===== config.mk =====
export PLATFORM = sky130hd
export DESIGN_NAME = adc_bus_sequencer
export DESIGN_NICKNAME = d
export VERILOG_FILES = /design/src/rtl/adc_seq_pkg.sv /design/src/rtl/adc_seq_timer.sv /design/src/rtl/adc_seq_fsm.sv /design/src/rtl/adc_seq_pins.sv /design/src/rtl/adc_bus_sequencer.sv
export SDC_FILE = /design/constraint.sdc
export NUM_CORES = 1
export LEC_CHECK = 0
export BUFFER_PORTS_ARGS = -buffer_cell sky130_fd_sc_hd__buf_2
export CAP_MARGIN = 20
export CORE_MARGIN = 2
export CORE_UTILIZATION = 52
export CTS_CLUSTER_DIAMETER = 80
export CTS_CLUSTER_SIZE = 14
export DETAILED_ROUTE_END_ITERATION = 12
export PLACE_DENSITY = 0.85
export SLEW_MARGIN = 20
export SYNTH_ARGS = -nofsm -noshare
export SYNTH_HDL_FRONTEND = slang
export SYNTH_SLANG_ARGS = --single-unit

===== constraint.sdc =====
create_clock -name clk -period 2.97 [get_ports clk]
set_clock_uncertainty 0.1 [all_clocks]
set_input_delay 0.297 -clock clk [delete_from_list [all_inputs] [get_ports clk]]
set_output_delay 0.297 -clock clk [all_outputs]
set_load 0.01 [all_outputs]

===== src/rtl/adc_seq_pkg.sv =====
`timescale 1ns/1ps
package adc_seq_pkg;

  typedef enum logic [2:0] {
    ST_IDLE,
    ST_WR_SETUP,
    ST_WR_PULSE,
    ST_WR_HOLD,
    ST_CONV_WAIT,
    ST_RD_SETUP,
    ST_RD_ACCESS,
    ST_RD_DONE
  } seq_state_e;

  // Round-up conversion of a nanosecond interval to clock cycles.
  function automatic int unsigned ns_to_cyc(input int unsigned ns,
                                            input int unsigned period_ps);
    return (ns * 1000 + period_ps - 1) / period_ps;
  endfunction

  function automatic int unsigned umax(input int unsigned a, input int unsigned b);
    return (a > b) ? a : b;
  endfunction

endpackage


===== src/rtl/adc_seq_timer.sv =====
`timescale 1ns/1ps
module adc_seq_timer #(
  parameter int unsigned CNT_W = 12
) (
  input  logic             clk,
  input  logic             rst,
  input  logic             load,
  input  logic [CNT_W-1:0] load_val,
  output logic             expired
);
  logic [CNT_W-1:0] cnt_q;

  always_ff @(posedge clk) begin
    if (rst)              cnt_q <= '0;
    else if (load)        cnt_q <= load_val;
    else if (cnt_q != '0) cnt_q <= cnt_q - 1'b1;
  end

  assign expired = (cnt_q == '0);

  // A running timer only counts down by one or reloads.
  assert_timer_step_R2: assert property (@(posedge clk) disable iff (rst)
    (!load && cnt_q != '0) |=> (cnt_q == $past(cnt_q) - 1'b1));
endmodule


===== src/rtl/adc_seq_fsm.sv =====
`timescale 1ns/1ps
module adc_seq_fsm
  import adc_seq_pkg::*;
#(
  parameter int unsigned PW_CYC   = 75,
  parameter int unsigned HOLD_CYC = 3,
  parameter int unsigned CONV_CYC = 2500,
  parameter int unsigned ACC_CYC  = 63,
  parameter int unsigned CNT_W    = 12
) (
  input  logic       clk,
  input  logic       rst,
  input  logic       start,
  output seq_state_e state_q,
  output seq_state_e state_d
);
  logic             t_load;
  logic [CNT_W-1:0] t_val;
  logic             t_done;

  adc_seq_timer #(.CNT_W(CNT_W)) u_timer (
    .clk(clk), .rst(rst), .load(t_load), .load_val(t_val), .expired(t_done)
  );

  always_comb begin
    state_d = state_q;
    t_load  = 1'b0;
    t_val   = '0;
    unique case (state_q)
      ST_IDLE: if (start) begin
        state_d = ST_WR_SETUP; t_load = 1'b1; t_val = '0;
      end
      ST_WR_SETUP: if (t_done) begin
        state_d = ST_WR_PULSE; t_load = 1'b1; t_val = CNT_W'(PW_CYC - 1);
      end
      ST_WR_PULSE: if (t_done) begin
        state_d = ST_WR_HOLD; t_load = 1'b1; t_val = CNT_W'(HOLD_CYC - 1);
      end
      ST_WR_HOLD: if (t_done) begin
        state_d = ST_CONV_WAIT; t_load = 1'b1; t_val = CNT_W'(CONV_CYC - 1);
      end
      ST_CONV_WAIT: if (t_done) begin
        state_d = ST_RD_SETUP; t_load = 1'b1; t_val = '0;
      end
      ST_RD_SETUP: if (t_done) begin
        state_d = ST_RD_ACCESS; t_load = 1'b1; t_val = CNT_W'(ACC_CYC - 1);
      end
      ST_RD_ACCESS: if (t_done) begin
        state_d = ST_RD_DONE; t_load = 1'b1; t_val = '0;
      end
      ST_RD_DONE: state_d = ST_IDLE;
      default:    state_d = ST_IDLE;
    endcase
  end

  always_ff @(posedge clk) begin
    if (rst) state_q <= ST_IDLE;
    else     state_q <= state_d;
  end

  // A request seen outside idle never restarts the write phase.
  assert_busy_start_ignored_R8: assert property (@(posedge clk) disable iff (rst)
    (state_q != ST_IDLE && state_q != ST_RD_DONE && start) |=> (state_q != ST_WR_SETUP));
endmodule


===== src/rtl/adc_seq_pins.sv =====
`timescale 1ns/1ps
module adc_seq_pins
  import adc_seq_pkg::*;
#(
  parameter int unsigned DATA_W   = 8,
  parameter int unsigned PW_CYC   = 75,
  parameter int unsigned HOLD_CYC = 3,
  parameter int unsigned CONV_CYC = 2500
) (
  input  logic              clk,
  input  logic              rst,
  input  seq_state_e        state_q,
  input  seq_state_e        state_d,
  input  logic [DATA_W-1:0] cfg,
  input  logic [DATA_W-1:0] bus_din,
  output logic              en_n,
  output logic              rd,
  output logic              oe,
  output logic [DATA_W-1:0] dout,
  output logic              busy,
  output logic [DATA_W-1:0] result,
  output logic              result_valid
);
  logic wr_phase_d, capture;

  assign wr_phase_d = (state_d == ST_WR_SETUP) || (state_d == ST_WR_PULSE) ||
                      (state_d == ST_WR_HOLD);
  assign capture    = (state_q == ST_RD_ACCESS) && (state_d == ST_RD_DONE);

  always_ff @(posedge clk) begin
    if (rst) begin
      en_n         <= 1'b1;
      rd           <= 1'b1;
      oe           <= 1'b0;
      dout         <= '0;
      busy         <= 1'b0;
      result       <= '0;
      result_valid <= 1'b0;
    end else begin
      en_n         <= !((state_d == ST_WR_PULSE) || (state_d == ST_RD_ACCESS));
      rd           <= !wr_phase_d;
      oe           <= wr_phase_d;
      busy         <= (state_d != ST_IDLE);
      result_valid <= capture;
      if (state_q == ST_IDLE && state_d == ST_WR_SETUP) dout <= cfg;
      if (capture) result <= bus_din;
    end
  end

  // Checker counters: consecutive low cycles, and high cycles since a write ended.
  int unsigned low_cnt, gap_cnt;
  always_ff @(posedge clk) begin
    if (rst) begin
      low_cnt <= 0;
      gap_cnt <= 0;
    end else begin
      low_cnt <= en_n ? 0 : low_cnt + 1;
      if (!en_n && !rd)                 gap_cnt <= 0;
      else if (en_n && gap_cnt < CONV_CYC + HOLD_CYC + 4) gap_cnt <= gap_cnt + 1;
    end
  end

  assert_idle_quiet_R1: assert property (@(posedge clk) disable iff (rst)
    !busy |-> (en_n && !oe));
  assert_write_width_R2: assert property (@(posedge clk) disable iff (rst)
    ($rose(en_n) && !rd) |-> (low_cnt >= PW_CYC));
  assert_data_held_R3: assert property (@(posedge clk) disable iff (rst)
    ($rose(en_n) && !rd) |-> (oe && $stable(dout)));
  assert_no_reconvert_R4: assert property (@(posedge clk) disable iff (rst)
    (!en_n && !rd) |-> (low_cnt + 1 < CONV_CYC));
  assert_conv_wait_R5: assert property (@(posedge clk) disable iff (rst)
    ($fell(en_n) && rd) |-> (gap_cnt >= CONV_CYC + HOLD_CYC));
  assert_read_released_R6: assert property (@(posedge clk) disable iff (rst)
    ($fell(en_n) && rd) |-> ($past(rd) && !$past(oe)));
  assert_read_no_drive_R6: assert property (@(posedge clk) disable iff (rst)
    (!en_n && rd) |-> !oe);
  assert_valid_pulse_R7: assert property (@(posedge clk) disable iff (rst)
    result_valid |=> !result_valid);
endmodule


===== src/rtl/adc_bus_sequencer.sv =====
`timescale 1ns/1ps
module adc_bus_sequencer
  import adc_seq_pkg::*;
#(
  parameter int unsigned CLK_PERIOD_PS = 4000,
  parameter int unsigned DATA_W        = 8,
  parameter int unsigned PULSE_NS      = 300,
  parameter int unsigned SETUP_NS      = 200,
  parameter int unsigned HOLD_NS       = 10,
  parameter int unsigned CONV_NS       = 10000,
  parameter int unsigned ACCESS_NS     = 250
) (
  input  logic              clk,
  input  logic              rst,
  input  logic              start,
  input  logic [DATA_W-1:0] cfg,
  output logic              busy,
  output logic [DATA_W-1:0] result,
  output logic              result_valid,
  output logic              bus_sel_n,
  output logic              bus_en_n,
  output logic              bus_rd,
  output logic              bus_oe,
  output logic [DATA_W-1:0] bus_dout,
  input  logic [DATA_W-1:0] bus_din
);
  localparam int unsigned PW_CYC   = umax(ns_to_cyc(PULSE_NS, CLK_PERIOD_PS),
                                          ns_to_cyc(SETUP_NS, CLK_PERIOD_PS));
  localparam int unsigned HOLD_CYC = umax(1, ns_to_cyc(HOLD_NS, CLK_PERIOD_PS));
  localparam int unsigned CONV_CYC = umax(1, ns_to_cyc(CONV_NS, CLK_PERIOD_PS));
  localparam int unsigned ACC_CYC  = umax(1, ns_to_cyc(ACCESS_NS, CLK_PERIOD_PS));
  localparam int unsigned MAX_CYC  = umax(umax(PW_CYC, CONV_CYC), umax(HOLD_CYC, ACC_CYC));
  localparam int unsigned CNT_W    = $clog2(MAX_CYC + 1);

  seq_state_e state_q, state_d;
  logic       en_n;

  adc_seq_fsm #(
    .PW_CYC(PW_CYC), .HOLD_CYC(HOLD_CYC), .CONV_CYC(CONV_CYC),
    .ACC_CYC(ACC_CYC), .CNT_W(CNT_W)
  ) u_fsm (
    .clk(clk), .rst(rst), .start(start), .state_q(state_q), .state_d(state_d)
  );

  adc_seq_pins #(
    .DATA_W(DATA_W), .PW_CYC(PW_CYC), .HOLD_CYC(HOLD_CYC), .CONV_CYC(CONV_CYC)
  ) u_pins (
    .clk(clk), .rst(rst), .state_q(state_q), .state_d(state_d),
    .cfg(cfg), .bus_din(bus_din), .en_n(en_n), .rd(bus_rd), .oe(bus_oe),
    .dout(bus_dout), .busy(busy), .result(result), .result_valid(result_valid)
  );

  // Both enables share one flop so they can never skew.
  assign bus_sel_n = en_n;
  assign bus_en_n  = en_n;
endmodule


==> flow_results.org, run 1 <==
** Status
- Run status :: completed

** Route
- Detailed-route vias per instance :: 5.58
- The first detailed-routing pass took 4 iterations.
- Total wirelength of the detailed-routed design :: 3450 µm
- Remaining routing DRC violations :: 0
- Routed len/inst :: 12.9 µm
- Vias :: 1491
- The detailed router finished its first iteration with 50 violations.
- Count of nets left with antenna violations after detail routing :: 0

** Finish
- The number of antenna diodes in the final layout is 0.
- Registers take 721 µm².
- Summing all multi-input logic gate instances after layout gives 845 µm².
- Layout overhead on the synthesized area :: 18.3%
- The layout has 255 filler cells.
- Number of nets in the final layout :: 242
- Fin cells :: 267
- Finished layout cell area :: 1950 µm²
- Layout cells sized above 1 :: 0.269

** Yosys
- Post-synth EDFFs :: 0
- Async S/R FF share, synth :: 0
- Synth Flop Type :: dfxtp_1
- Of the synthesized area, sequential elements account for 0.438.
- Averaged over all synthesized cells, the footprint is 8.75 µm².
- Cell variety after synth :: 46
- Most common cell in the synthesized netlist :: dfxtp_1
- Portion of synthesized cell area occupied by the leading cell type :: 0.438
- Syn Std Cell Area :: 1640 µm²
- Mapped Cells :: 188
- For this run, the number of Yosys warnings is 0.
- Main area contributors after synthesis :: dfxtp_1, mux2i_1, nand2_1
- Counting every net in the synthesized netlist gives 208.
- Cell type with the highest aggregate area in the netlist :: dfxtp_1
- Synthesis inferred 36 register bits.
- The commonest cells after synthesis are dfxtp_1, nand2_1, a21oi_1, nor2_1, clkbuf_1.

** Global routing
- Global-route wire length before repair :: 5600 µm
- Total overflow reported by the global router :: 0
- In the global route stage, overall resource usage came out at 0.209.
- Vias in the first global route :: 1260
- Entering global routing, the biggest net connects 34 pins.
- Antenna violations before repair :: 0

** Timing
- Sum of negative setup slack :: 0 ns
- Final worst-path setup slack :: 0.462 ns
- Maximum achievable frequency :: 399 MHz
- Pin slew with the least headroom to its limit :: 0.694 ns
- Post-route clock period utilization :: 0.844
- Final critical path time including I/O delays and setup :: 2.51 ns
- Number of setup violations in the final report :: 0
- Max-slew violation count :: 0
- In this run the tightest slew margin relative to its limit is 0.534.
- Setup repair after global routing left no endpoint under its margin.
- The count of final hold-check violations is 0.

** Worst setup path
- Number of gates on the worst path with buffers counted :: 6
- Kind of cell with the highest combined delay on the critical path :: simple AND/OR/NAND/NOR gates
- Traced cell by cell, the critical path runs through inv_1, ha_1, or3b_2, or3_4, o21ai_0, o32ai_1.
- Along the worst path, the maximum fanout reaches 14.
- Crit path buf inv count :: 1
- In this design, the stage delay of the slowest critical-path cell is 0.56 ns.
- Cell with the largest stage delay on the worst path :: or3b_2
- Worst path arrival time :: 2.63 ns
- Worst Reg-to-Reg Cells :: 6
- Element type at the critical path end :: flop
- The worst setup path is launched from a flop.
- The setup path with the least slack is of type reg -> reg.
- Required arrival time at the worst endpoint :: 3.09 ns

** Floorplan
- Number of core rows :: 20
- For this design the top-level I/O count stands at 41.
- Die Span X :: 60.2 µm
- Core box area :: 3030 µm²
- DIE AREA :: 3630 µm²
- Initial core utilization :: 0.543
- Measured along the y axis, the die boundary spans 60.2 µm.

** Clock tree
- Counting every sink on the clock net gives 36.
- Clock input transition at the sequential cells of the worst setup and hold paths :: 0.10 ns
- Post-CTS Repair Setup Buffers :: 0
- Worst skew pair latency :: 0.34 ns
- Clock root cell :: clkbuf_4
- In this run, post-CTS repair resized a total of 0 instances.
- TritonCTS built the clock tree.
- Clock tree synthesis inserted a total of 5 buffers.
- Maximum count of clock buffers along a single path :: 2
- CTS HTree Levels :: 2
- Cts-stage hold buffer count :: 0

** Place
- Detailed-placement wirelength estimate :: 2330 µm
- Once placement completed, the tool counted placed cells totaling 259.
- Placed Area :: 1850 µm²
- Number of port buffers :: 40
- Minimum setup slack after placement :: 0.462 ns
- Final estimated routing congestion in global placement :: 0.828

** Pwr
- Largest vdd supply drop :: 439 µV
- The design draws 1790 µW.
- For this design the ratio of total power to cell area is 922 nW/µm².
- In this run the static leakage power is 0.000795 µW.

** Hold path
- In this run the worst hold path is classified as in -> reg.
- Cell depth of the worst min-delay path :: 3

** Flow run
- Max-cap violations in this run came to 0.
## area by class of cell
| cell class | instances | area share |
|---|---|---|
| Timing Repair Buffer | 42 | 0.111 |
| Sequential cell | 36 | 0.370 |
| Clock buffer | 7 | 0.0334 |
| Inverter | 4 | 0.00772 |
| Clock inverter | 1 | 0.0154 |
| Tap cell | 44 | 0.0283 |
| Multi-Input combinational cell | 133 | 0.434 |
## worst reg2reg max path: stages (launching register included)
cell	delay, ns
dfxtp_1	0.35
inv_1	0.09
ha_1	0.18
or3b_2	0.56
or3_4	0.49
o21ai_0	0.47
o32ai_1	0.15
## layer usage
layer / GRT usage / share of wire
met3: 0.0455 / 0.065
met1: 0.270 / 0.46
met5: 0 / 0
met4: 0.0952 / 0.018
met2: 0.329 / 0.45
## flip-flops by register name (all words and copies together) (netlist names), 3 cells and up
| register | cells |
|---|---|
| u_pins.dout | 8 |
| u_fsm.u_timer.cnt_q | 12 |
| u_fsm.state_q | 3 |
| u_pins.result | 8 |
## cell usage in the layout (no fill, tap or decap), drive strengths merged, types with 2 or more instances in the layout
| cell type | instances |
|---|---|
| or4 | 3 |
| a31o | 2 |
| nand2 | 22 |
| o31ai | 2 |
| nand2b | 3 |
| dfxtp | 36 |
| o21ai | 7 |
| o211ai | 2 |
| inv | 4 |
| nand3 | 4 |
| mux2i | 9 |
| xnor2 | 3 |
| or3 | 7 |
| nor4 | 3 |
| nor3 | 8 |
| clkbuf | 7 |
| a31oi | 2 |
| a211oi | 2 |
| nor2 | 16 |
| buf | 42 |
| a21oi | 16 |
| nor2b | 3 |
| o221ai | 3 |
## metrics by stage
step / hold WS (ns) / util
floorplan: 0.333 / -
CTS: 0.0763 / 0.643
finish: 0.0829 / 0.643
detailed placement: 0.346 / 0.611
global placement: 0.339 / 0.611
global route: 0.0678 / 0.643
## cell families after synthesis
| family | after synthesis | share of synthesized area |
|---|---|---|
| buffers and inverters | 19 | 0.0517 |
| DFF | 36 | 0.438 |
| adders and majority gates | 1 | 0.00761 |
| muxes | 9 | 0.0548 |
| xor gates and xnor gates | 4 | 0.0213 |
| AOI/OAI and AO/OA | 44 | 0.177 |
| and+or+nand+nor | 75 | 0.250 |
## where the power goes
group          internal, µW  total (µW)  switching, µW
registers               568         664           96.2
logic                   312         750            438
clock network           223         380            156
total                  1100        1790            690
## path summary, 6_finish.rpt
path                          startpoint                endpoint  slack (ns)
setup reg to reg  u_fsm.u_timer.cnt_q[0]  u_fsm.u_timer.cnt_q[6]        0.46
hold reg to reg           u_pins.dout[0]          u_pins.dout[0]        0.36
hold / removal                    cfg[6]          u_pins.dout[6]        0.08
setup / recovery  u_fsm.u_timer.cnt_q[0]  u_fsm.u_timer.cnt_q[6]        0.46
No activity file was read; power rests on OpenSTA's default activity.
==> run 2: changes to the inputs <==
--- a/config.mk
+++ b/config.mk
@@ -8,11 +8,11 @@
 export BUFFER_PORTS_ARGS = -buffer_cell sky130_fd_sc_hd__buf_2
 export CAP_MARGIN = 20
 export CORE_MARGIN = 2
-export CORE_UTILIZATION = 52
+export CORE_UTILIZATION = 47
 export CTS_CLUSTER_DIAMETER = 80
 export CTS_CLUSTER_SIZE = 14
 export DETAILED_ROUTE_END_ITERATION = 12
-export PLACE_DENSITY = 0.85
+export PLACE_DENSITY = 0.82
 export SLEW_MARGIN = 20
 export SYNTH_ARGS = -nofsm -noshare
 export SYNTH_HDL_FRONTEND = slang
==> constraint.sdc (replaced) <==
create_clock -name clk -period 2.1 [get_ports clk]
set_clock_uncertainty 0.1 [all_clocks]
set_input_delay 0.21 -clock clk [delete_from_list [all_inputs] [get_ports clk]]
set_output_delay 0.21 -clock clk [all_outputs]
set_load 0.01 [all_outputs]
==> run 2 against run 1 <==
  * Critical endpoint is now u_fsm.u_timer.cnt_q[8]
  * Register-to-register slack worse by 0.45 ns
  * Count of clock-buffer cells in the layout is 2 lower
  * Highest routed layer unchanged
  * Sequential share of layout area is 4.1 points lower
  * Critical path type unchanged
  * Global-route usage is 1.1 points higher
  * Final area is 13% higher
==> flow_results.org, run 2 (same netlist as run 1, synthesis figures left out) <==
** Route
- The routed length per instance was 13.5 µm (was 12.9 µm).
- Count of nets left with antenna violations after detail routing :: 0 (unchanged)
- The number of iterations in the first detailed-routing pass is 4 (unchanged).
- Remaining routing DRC violations :: 0 (unchanged)
- The number of vias after detailed routing came to 1637 (was 1491).
- The mean number of vias per cell was 5.57 (was 5.58).
- Total wirelength of the detailed-routed design :: 3960 µm (was 3450 µm)
- The number of violations reported at the end of detailed-routing iteration 0 came to 84 (was 50).

** Status
- Run status :: completed (unchanged)

** Global routing
- The met2 routing resource usage after global routing is 0.359 (was 0.329).
- Antenna violations before repair :: 0 (unchanged)
- The pin count of the biggest net entering global routing is 34 (unchanged).
- Met3 layer usage reported by global route :: 0.0554 (was 0.0455)
- The via count of the first global-routing pass is 1582 (was 1260).
- Most utilized layer in the global route result :: met2 (unchanged)
- The aggregate global-route resource usage was 0.219 (was 0.209).
- Global-route wire length before repair :: 6880 µm (was 5600 µm)
- Total overflow reported by the global router :: 0 (unchanged)
- Met1 usage :: 0.269 (was 0.270)

** Clock tree
- Total CTS buffers :: 5 (unchanged)
- The CTS tree is done (unchanged).
- Maximum count of clock buffers along a single path :: 2 (unchanged)
- CTS HTree Levels :: 2 (unchanged)
- Clk sinks :: 36 (unchanged)
- The clock slew seen by the registers of the worst setup and hold paths came to 0.11 ns (was 0.10 ns).
- Clock root cell :: clkbuf_4 (unchanged)
- Worst skew pair latency :: 0.34 ns (about the same)

** Worst setup path
- Required arrival time at the worst endpoint :: 2.27 ns (was 3.09 ns)
- Critical Path Source Type :: flop (unchanged)
- Crit-path cells :: or4_4, or3_4, or3_4, a211oi_2 (was inv_1, ha_1, or3b_2, or3_4, o21ai_0, o32ai_1)
- The largest driver fanout on the critical path came to 5 (was 14).
- The kind of end point of the critical path is a flop (unchanged).
- Cell occurring most often along the worst timing path :: or3_4
- Worst Setup Path Type :: reg -> reg (unchanged)
- Worst path arrival time :: 2.26 ns (was 2.63 ns)
- The minimum setup slack among reg-to-reg paths came to 0.008 ns (was 0.46 ns).
- The cell with the largest stage delay on the worst path is or4_4 (was or3b_2).
- The delay of the slowest cell on the worst path was 0.55 ns (was 0.56 ns).

** Place
- Detailed-placement wirelength estimate :: 2560 µm (was 2330 µm)
- Final estimated routing congestion in global placement :: 0.869 (was 0.828)
- Cell total after placement :: 276 (was 259)
- Minimum setup slack after placement :: 0.0285 ns (was 0.462 ns)
- Number of port buffers :: 40 (unchanged)

** Flow run
- The max-cap violation count came to 0 (unchanged).

** Pwr
- Largest vdd supply drop :: 686 µV (was 439 µV)
- Static leakage power :: 0.000909 µW (was 0.000795 µW)
- The power per cell area was 1280 nW/µm² (was 922 nW/µm²).

** Floorplan
- The number of placement rows was 21 (was 20).
- Die Y :: 63.1 µm (was 60.2 µm)
- The area of the core is 3340 µm² (was 3030 µm²).
- Die Span X :: 63.1 µm (was 60.2 µm)
- The effective utilization at floorplan came to 0.493 (was 0.543).
- The I/O pin count was 41 (unchanged).
- The area enclosed by the die boundary was 3990 µm² (was 3630 µm²).

** Timing
- Max-slew violation count :: 0 (unchanged)
- Number of setup violations in the final report :: 0 (unchanged)
- Slew margin rel. :: 0.599 (was 0.534)
- Final critical path time including I/O delays and setup :: 2.09 ns (was 2.51 ns)
- Final worst-path setup slack :: 0.00790 ns (was 0.462 ns)
- Unrepaired setup endpoints after global routing: true (was false).
- The accumulated negative setup slack is 0 ns (unchanged).
- Final hold vios :: 0 (unchanged)
- Maximum achievable frequency :: 478 MHz (was 399 MHz)
- Pin slew with the least headroom to its limit :: 0.602 ns (was 0.694 ns)
- Post-route clock period utilization :: 0.996 (was 0.844)

** Finish
- Fin cells :: 294 (was 267)
- The most common cell after layout, fill and taps aside is buf_2 (unchanged).
- Antenna cells :: 0 (unchanged)
- Biggest regs: u_fsm.u_timer.cnt_q: 12 flops, u_pins.dout: 8 flops, u_pins.result: 8 flops (unchanged).
- Number of nets in the final layout :: 267 (was 242)
- Commonest cells after routing, fill and taps aside :: buf_2, dfxtp_1, nand2_1 (unchanged)
- Register containing the most flip-flops in the final layout :: u_fsm.u_timer.cnt_q (unchanged)
- The share of post-route cells with drive strength above 1 was 0.331 (was 0.269).
- The number of flip-flops under the largest register name came to 12 (unchanged).
- Layout overhead on the synthesized area :: 34.1% (was 18.3%)

** Hold path
- Hold/Removal Path Class :: in -> reg (unchanged)
## run 2: cell types whose count changed in the layout (fill, tap and decap cells not counted), moves of 2 or more
cell,change
buf_4,+11
dlygate4sd3_1,+10
buf_6,+3
dfxtp_1,-3
clkbuf_8,-2
dfxtp_2,+2
inv_1,-2
## run 2: repair_timing
action / 4_1_cts / 5_1_grt
hold buffers: 9 / 1
gates resized for setup: 0 / 9
buffers inserted: 0 / 0
hold endpoints to repair: 9 / 1
setup endpoints to repair: 0 / 16
## run 2: path summary, 6_finish.rpt
kind	cells past startpoint	endpoint	startpoint
setup / recovery	4	u_fsm.u_timer.cnt_q[8]	u_fsm.u_timer.cnt_q[11]
hold / removal	3	u_pins.dout[6]	cfg[6]
setup reg to reg	4	u_fsm.u_timer.cnt_q[8]	u_fsm.u_timer.cnt_q[11]
hold reg to reg	2	u_pins.dout[1]	u_pins.dout[1]
## run 2: stage by stage
step           total power [µW]  cell area, µm²   util  hold slack, ns
6_report                   2820            2200  0.661          0.0133
5_1_grt                    3040            2200  0.661         0.00762
3_5_place_dp               2230            1990  0.596           0.345
2_1_floorplan              1840            1670      -           0.246
3_3_place_gp               2220            1990  0.596           0.339
4_1_cts                    2740            2160  0.647         0.00447
## run 2: layout make-up
| cell class | instances | area, µm² |
|---|---|---|
| Clock buffer | 5 | 37.5 |
| Clock inverter | 3 | 42.5 |
| Fill cell | 278 | 1130 |
| Multi-Input combinational cell | 133 | 871 |
| Sequential cell | 36 | 727 |
| Tap cell | 46 | 57.6 |
| Timing Repair Buffer | 67 | 452 |
| Inverter | 4 | 17.5 |
## run 2: metal layers
metal	part of all wire	wire, µm
met5	0	0
met4	0.022	89
met3	0.059	234
met2	0.49	1940
met1	0.43	1700
## run 2: power breakdown
part | total, µW | switching (µW) | internal [µW]
Combinational | 1420 | 752 | 673
Clock | 483 | 235 | 248
Sequential | 914 | 105 | 809
## run 2: worst max-delay path, delay by kind of cell, from the launching register on
kind	cells	cell delay, ns
compound gates	1	0.19
flops	1	0.35
simple gates	3	1.38
